<file path="src/rtl/hyp_irq_deleg_pkg.sv">
package hyp_irq_deleg_pkg;
  localparam int GUEST_SW_BIT  = 2;
  localparam int GUEST_TMR_BIT = 6;
  localparam int GUEST_EXT_BIT = 10;
  localparam int CNT_OVF_BIT   = 13;
  localparam int NUM_FIELDS    = 3;

  typedef enum logic [1:0] {
    FLD_DELEG = 2'd0,
    FLD_PEND  = 2'd1,
    FLD_IE    = 2'd2
  } field_e;
endpackage

</file>
<file path="src/rtl/hyp_irq_mask_gen.sv">
module hyp_irq_mask_gen
  import hyp_irq_deleg_pkg::*;
#(
  parameter int XLEN = 64
) (
  input  logic [XLEN-1:0] mdeleg_in,
  input  logic [XLEN-1:0] mvien_in,
  output logic [XLEN-1:0] mdeleg_view,
  output logic [XLEN-1:0] deleg_wmask,
  output logic [XLEN-1:0] deleg_rmask,
  output logic [XLEN-1:0] local_wmask,
  output logic [XLEN-1:0] local_rmask
);
  localparam logic [XLEN-1:0] GUEST_MASK =
    (XLEN'(1) << GUEST_SW_BIT) | (XLEN'(1) << GUEST_TMR_BIT) |
    (XLEN'(1) << GUEST_EXT_BIT);
  localparam logic [XLEN-1:0] STORE_MASK = GUEST_MASK | (XLEN'(1) << CNT_OVF_BIT);

  always_comb begin
    mdeleg_view = mdeleg_in | GUEST_MASK;
    // Delegation may be written where either machine control allows it.
    deleg_wmask = STORE_MASK & (mdeleg_view | mvien_in);
    // It is shown only where the machine delegation bit is set.
    deleg_rmask = STORE_MASK & mdeleg_view;
    local_wmask = STORE_MASK & mdeleg_view;
    local_rmask = STORE_MASK & mdeleg_view;
  end
endmodule

</file>
<file path="src/rtl/hyp_irq_field_reg.sv">
module hyp_irq_field_reg #(
  parameter int XLEN = 64
) (
  input  logic            clk,
  input  logic            rst_n,
  input  logic            wr_en,
  input  logic [XLEN-1:0] wr_data,
  input  logic [XLEN-1:0] wmask,
  input  logic [XLEN-1:0] rmask,
  output logic [XLEN-1:0] rdata
);
  logic [XLEN-1:0] store_q;
  logic [XLEN-1:0] store_d;
  logic            store_ce;

  always_comb begin
    store_ce = wr_en;
    store_d  = (store_q & ~wmask) | (wr_data & wmask);
  end

  always_ff @(posedge clk or negedge rst_n) begin
    if (!rst_n)        store_q <= '0;
    else if (store_ce) store_q <= store_d;
  end

  assign rdata = store_q & rmask;


  keep_illegal_chk: assert property (@(posedge clk) disable iff (!rst_n)
    wr_en |=> (((store_q ^ $past(store_q)) & ~$past(wmask)) == '0));

  take_legal_chk: assert property (@(posedge clk) disable iff (!rst_n)
    wr_en |=> (((store_q ^ $past(wr_data)) & $past(wmask)) == '0));

  hold_idle_chk: assert property (@(posedge clk) disable iff (!rst_n)
    !wr_en |=> $stable(store_q));
endmodule

</file>
<file path="src/rtl/hyp_irq_deleg.sv">
module hyp_irq_deleg
  import hyp_irq_deleg_pkg::*;
#(
  parameter int XLEN = 64
) (
  input  logic            clk,
  input  logic            rst_n,
  input  logic            wr_deleg_en,
  input  logic            wr_pend_en,
  input  logic            wr_ie_en,
  input  logic [XLEN-1:0] wr_data,
  input  logic [XLEN-1:0] mdeleg_in,
  input  logic [XLEN-1:0] mvien_in,
  output logic [XLEN-1:0] rd_mdeleg,
  output logic [XLEN-1:0] rd_hdeleg,
  output logic [XLEN-1:0] rd_hpend,
  output logic [XLEN-1:0] rd_hie
);
  localparam logic [XLEN-1:0] DELEG_SHOW_MAX =
    (XLEN'(1) << GUEST_SW_BIT) | (XLEN'(1) << GUEST_TMR_BIT) |
    (XLEN'(1) << GUEST_EXT_BIT) | (XLEN'(1) << CNT_OVF_BIT);

  logic [XLEN-1:0] deleg_wmask, deleg_rmask, local_wmask, local_rmask;
  logic [NUM_FIELDS-1:0] fld_we;
  logic [XLEN-1:0] fld_wmask [NUM_FIELDS];
  logic [XLEN-1:0] fld_rmask [NUM_FIELDS];
  logic [XLEN-1:0] fld_rd    [NUM_FIELDS];

  hyp_irq_mask_gen #(.XLEN(XLEN)) u_mask (
    .mdeleg_in   (mdeleg_in),
    .mvien_in    (mvien_in),
    .mdeleg_view (rd_mdeleg),
    .deleg_wmask (deleg_wmask),
    .deleg_rmask (deleg_rmask),
    .local_wmask (local_wmask),
    .local_rmask (local_rmask)
  );

  always_comb begin
    fld_we[FLD_DELEG] = wr_deleg_en;
    fld_we[FLD_PEND]  = wr_pend_en;
    fld_we[FLD_IE]    = wr_ie_en;
  end

  for (genvar g = 0; g < NUM_FIELDS; g++) begin : g_fld
    if (g == int'(FLD_DELEG)) begin : g_deleg
      assign fld_wmask[g] = deleg_wmask;
      assign fld_rmask[g] = deleg_rmask;
    end else begin : g_local
      assign fld_wmask[g] = local_wmask;
      assign fld_rmask[g] = local_rmask;
    end
    hyp_irq_field_reg #(.XLEN(XLEN)) u_reg (
      .clk     (clk),
      .rst_n   (rst_n),
      .wr_en   (fld_we[g]),
      .wr_data (wr_data),
      .wmask   (fld_wmask[g]),
      .rmask   (fld_rmask[g]),
      .rdata   (fld_rd[g])
    );
  end

  assign rd_hdeleg = fld_rd[FLD_DELEG];
  assign rd_hpend  = fld_rd[FLD_PEND];
  assign rd_hie    = fld_rd[FLD_IE];


  deleg_follows_m_chk: assert property (@(posedge clk) disable iff (!rst_n)
    (rd_hdeleg & ~rd_mdeleg) == '0);

  local_follows_m_chk: assert property (@(posedge clk) disable iff (!rst_n)
    ((rd_hpend | rd_hie) & ~rd_mdeleg) == '0);

  deleg_range_chk: assert property (@(posedge clk) disable iff (!rst_n)
    (rd_hdeleg & ~DELEG_SHOW_MAX) == '0);

  reveal_chk: assert property (@(posedge clk) disable iff (!rst_n)
    (!wr_deleg_en && $rose(mdeleg_in[CNT_OVF_BIT])) |=>
      (rd_hdeleg[CNT_OVF_BIT] == 1'b0 || mdeleg_in[CNT_OVF_BIT]));
endmodule

</file>
<file path="config.mk">
export PLATFORM = sky130hd
export DESIGN_NAME = hyp_irq_deleg
export DESIGN_NICKNAME = d
export VERILOG_FILES = /design/src/rtl/hyp_irq_deleg_pkg.sv /design/src/rtl/hyp_irq_mask_gen.sv /design/src/rtl/hyp_irq_field_reg.sv /design/src/rtl/hyp_irq_deleg.sv
export SDC_FILE = /design/constraint.sdc
export NUM_CORES = 1
export LEC_CHECK = 0
export CAP_MARGIN = 10
export CELL_PAD_IN_SITES_DETAIL_PLACEMENT = 1
export CELL_PAD_IN_SITES_GLOBAL_PLACEMENT = 1
export CORE_AREA = 2 2 177 179
export CTS_CLUSTER_DIAMETER = 120
export DETAILED_ROUTE_END_ITERATION = 16
export DIE_AREA = 0 0 179 181
export PLACE_DENSITY = 0.62
export SLEW_MARGIN = 10
export SYNTH_ARGS = -nofsm -noshare
export SYNTH_HDL_FRONTEND = slang
export SYNTH_SLANG_ARGS = --single-unit
</file>
<file path="constraint.sdc">
create_clock -name clk -period 1.66 [get_ports clk]
set_input_delay 0.498 -clock clk [delete_from_list [all_inputs] [get_ports clk]]
set_output_delay 0.498 -clock clk [all_outputs]
set_load 0.05 [all_outputs]
</file>
==> flow_summary.toml <==
[status]
status = "finished, final reports clean"

[yosys]
netlist_area_um2 = 2380
synth_area_leader_cell = "buf_4"
yosysWarnings = 0
seq_area_frac_synth_pct = 12.6
yosysUniqueCellTypes = 8
syn_area_per_cell_um2 = 8.34
synthTopCellsByArea = "buf_4 (80%), dfrtp_1 (13%), mux2_2 (5.2%), and2_2 (0.95%), mux2_1 (0.47%)"
synthesis.instances = 285
ys_seq_elements = 12
yosysTopAreaCellShare_pct = 79.9

[hold_path]
hold_class = "reg -> reg"
worstHoldPathCells = 1

[worst_setup_path]
cp.required_ps = 1160
cp-end-kind = "output port"
max_stage_delay_ps = 230
slowest_stage = "clkdlybuf4s15_2"
worst-setup-path-type = "in -> out"
path_cells = "clkdlybuf4s15_2, and2_2, buf_12"
timing.critical_path.from = "mdeleg_in[13]"
r2r_start = "g_fld[0].u_reg.store_q[2]"
crit_fanout = 5
startpoint_type = "primary input"
worst_r2r_endpoint = "g_fld[0].u_reg.store_q[2]"
critPathArrivalTime_ps = 1100
reg2regPathDepth = 1
ff2ff_setup_slack_ps = 860

[global_route]
grt_max_degree = 13
globalRouteOverflowTotal = 0
grt_pass1_wl_mm = 3.63
grtUsageTotal_pct = 1.54
grt_pass1_vias = 647
antenna_found_initial = 0

[layout]
diodes = 0
finalCoreUtilization_pct = 7.00
drive_gt1_share_pct = 14.4
area_delta_synth_final_pct = -10.6
fin_nets = 441
fill_cells = 3653
stdcell_count = 639
seq_area_um2 = 300
multi_input_area_um2 = 857

[floorplanning]
die-area_um2 = 32400
initial_core_util_pct = 7.83
die_h_um = 181
io_pins = 453
core-area_um2 = 30300
rows = 64
die_w_um = 179

[clocking]
postCtsHoldBufs = 0
cts.reportedPaths.clkPinSlew_ps = 40
post-cts-setup-buffers = 0
cts.sinks = 12
cts.htree.levels = 1
numCtsBuffers = 3
clock_path_buffers = 2
clock_latency_ps = 240
cts_tree = "done"
cts_resized = 3
root_buffer = "clkbuf_16"

[place]
dp_cells = 635
gp_congestion = 0.534
io_buffers = 23
place_hpwl_mm = 3.09

[power]
p_clk_share_pct = 23.1
combinationalPowerShare_pct = 59.8
switching_share_pct = 58.4
leakagePower_nw = 1.02
p_per_area_nw_per_um2 = 974
sequentialPowerShare_pct = 17.1
p_int_uw = 861
p_switching_mw = 1.21
ir_worst_vdd_uv = 241
power_mw = 2.07

[sta]
clock_skew_ps = 0
max_freq_ghz = 0.624
fin_hold_ws_ps = 497
fin_setup_tns_ps = 0
post-route-min-period_ps = 1600
rsz0062_at_grt = "no"
finalSetupViolations = 0
slew_violations = 0
hold_viol_final = 0
finalCritPeriodShare_pct = 96.5

[drt]
vias = 925
drtIter0Drc = 1
post-route-drc-count = 0
final_antenna_net_count = 0
vias_per_cell = 1.45
wl_mm = 3.32
routedWlPerCell_um = 5.20
firstDrtPassIters = 2

[flow_run]
cap_violations = 0
[worst max-delay path by stage]
stage | endpoint | slack [ps]
3_3_place_gp | rd_hie[13] | -280
2_1_floorplan | rd_hpend[13] | 380
6_report | rd_hpend[13] | 60
3_5_place_dp | rd_hdeleg[13] | -300
4_1_cts | rd_hpend[13] | 50
5_1_grt | rd_hpend[13] | 40
[power by group through the flow]
stage	logic (mW)	clock network, mW	registers, mW
2_1_floorplan	1.81	0	0.341
3_3_place_gp	1.23	0	0.357
3_5_place_dp	1.23	0	0.360
4_1_cts	1.23	0.490	0.356
5_1_grt	1.28	0.505	0.360
6_report	1.24	0.478	0.355
[final cells by class]
class | instances | area share [%]
timing repair buffer | 26 | 18.1
multi-input combinational | 201 | 40.3
tap | 396 | 23.3
sequential | 12 | 14.1
clock buffer | 4 | 4.18
[routing by layer]
| metal | part of all wire, % | track usage, % | vias up | wire [um] |
|---|---|---|---|---|
| met5 | 0 | 0 | - | 0 |
| met3 | 23 | 0.800 | 38 | 754 |
| li1 | - | - | 349 | - |
| met2 | 51 | 2.80 | 149 | 1690 |
| met4 | 14 | 2.99 | 0 | 457 |
| met1 | 13 | 0.508 | 389 | 422 |
[Yosys cell counts]
library cell	number
and2_2	3
buf_4	253
conb_1	2
dfrtp_1	12
mux2_1	1
mux2_2	11
nand2_1	2
o21ai_1	1
[worst max-delay path: cells and delay by family]
family / cells / cell delay [ps]
buffers and inverters: 2 / 380
and+or+nand+nor: 1 / 230
[logic make-up after synthesis]
group,share of synthesized area [%]
multiplexers,5.68
AND/OR/NAND/NOR,1.26
other,0.316
AO/OA/AOI/OAI,0.210
flip-flops,12.6
buffers and inverters,79.9
[metrics by stage]
| step | worst slack, ps | area (um^2) |
|---|---|---|
| floorplan | 380 | 3060 |
| global placement | -284 | 2040 |
| detailed placement | -299 | 2040 |
| CTS | 52.7 | 2130 |
| global route | 37.7 | 2130 |
| finish | 57.9 | 2130 |
[cell usage in the layout, fill, tap and decap left out]
cell type	n
mux2_2	11
mux2_1	1
nand2_1	2
buf_4	3
dfrtp_1	12
clkdlybuf4s15_2	1
and2_2	3
o21ai_1	1
buf_12	13
clkdlybuf4s50_1	9
clkbuf_8	1
conb_1	183
clkbuf_16	3
Power figures use the tool's default switching activity.
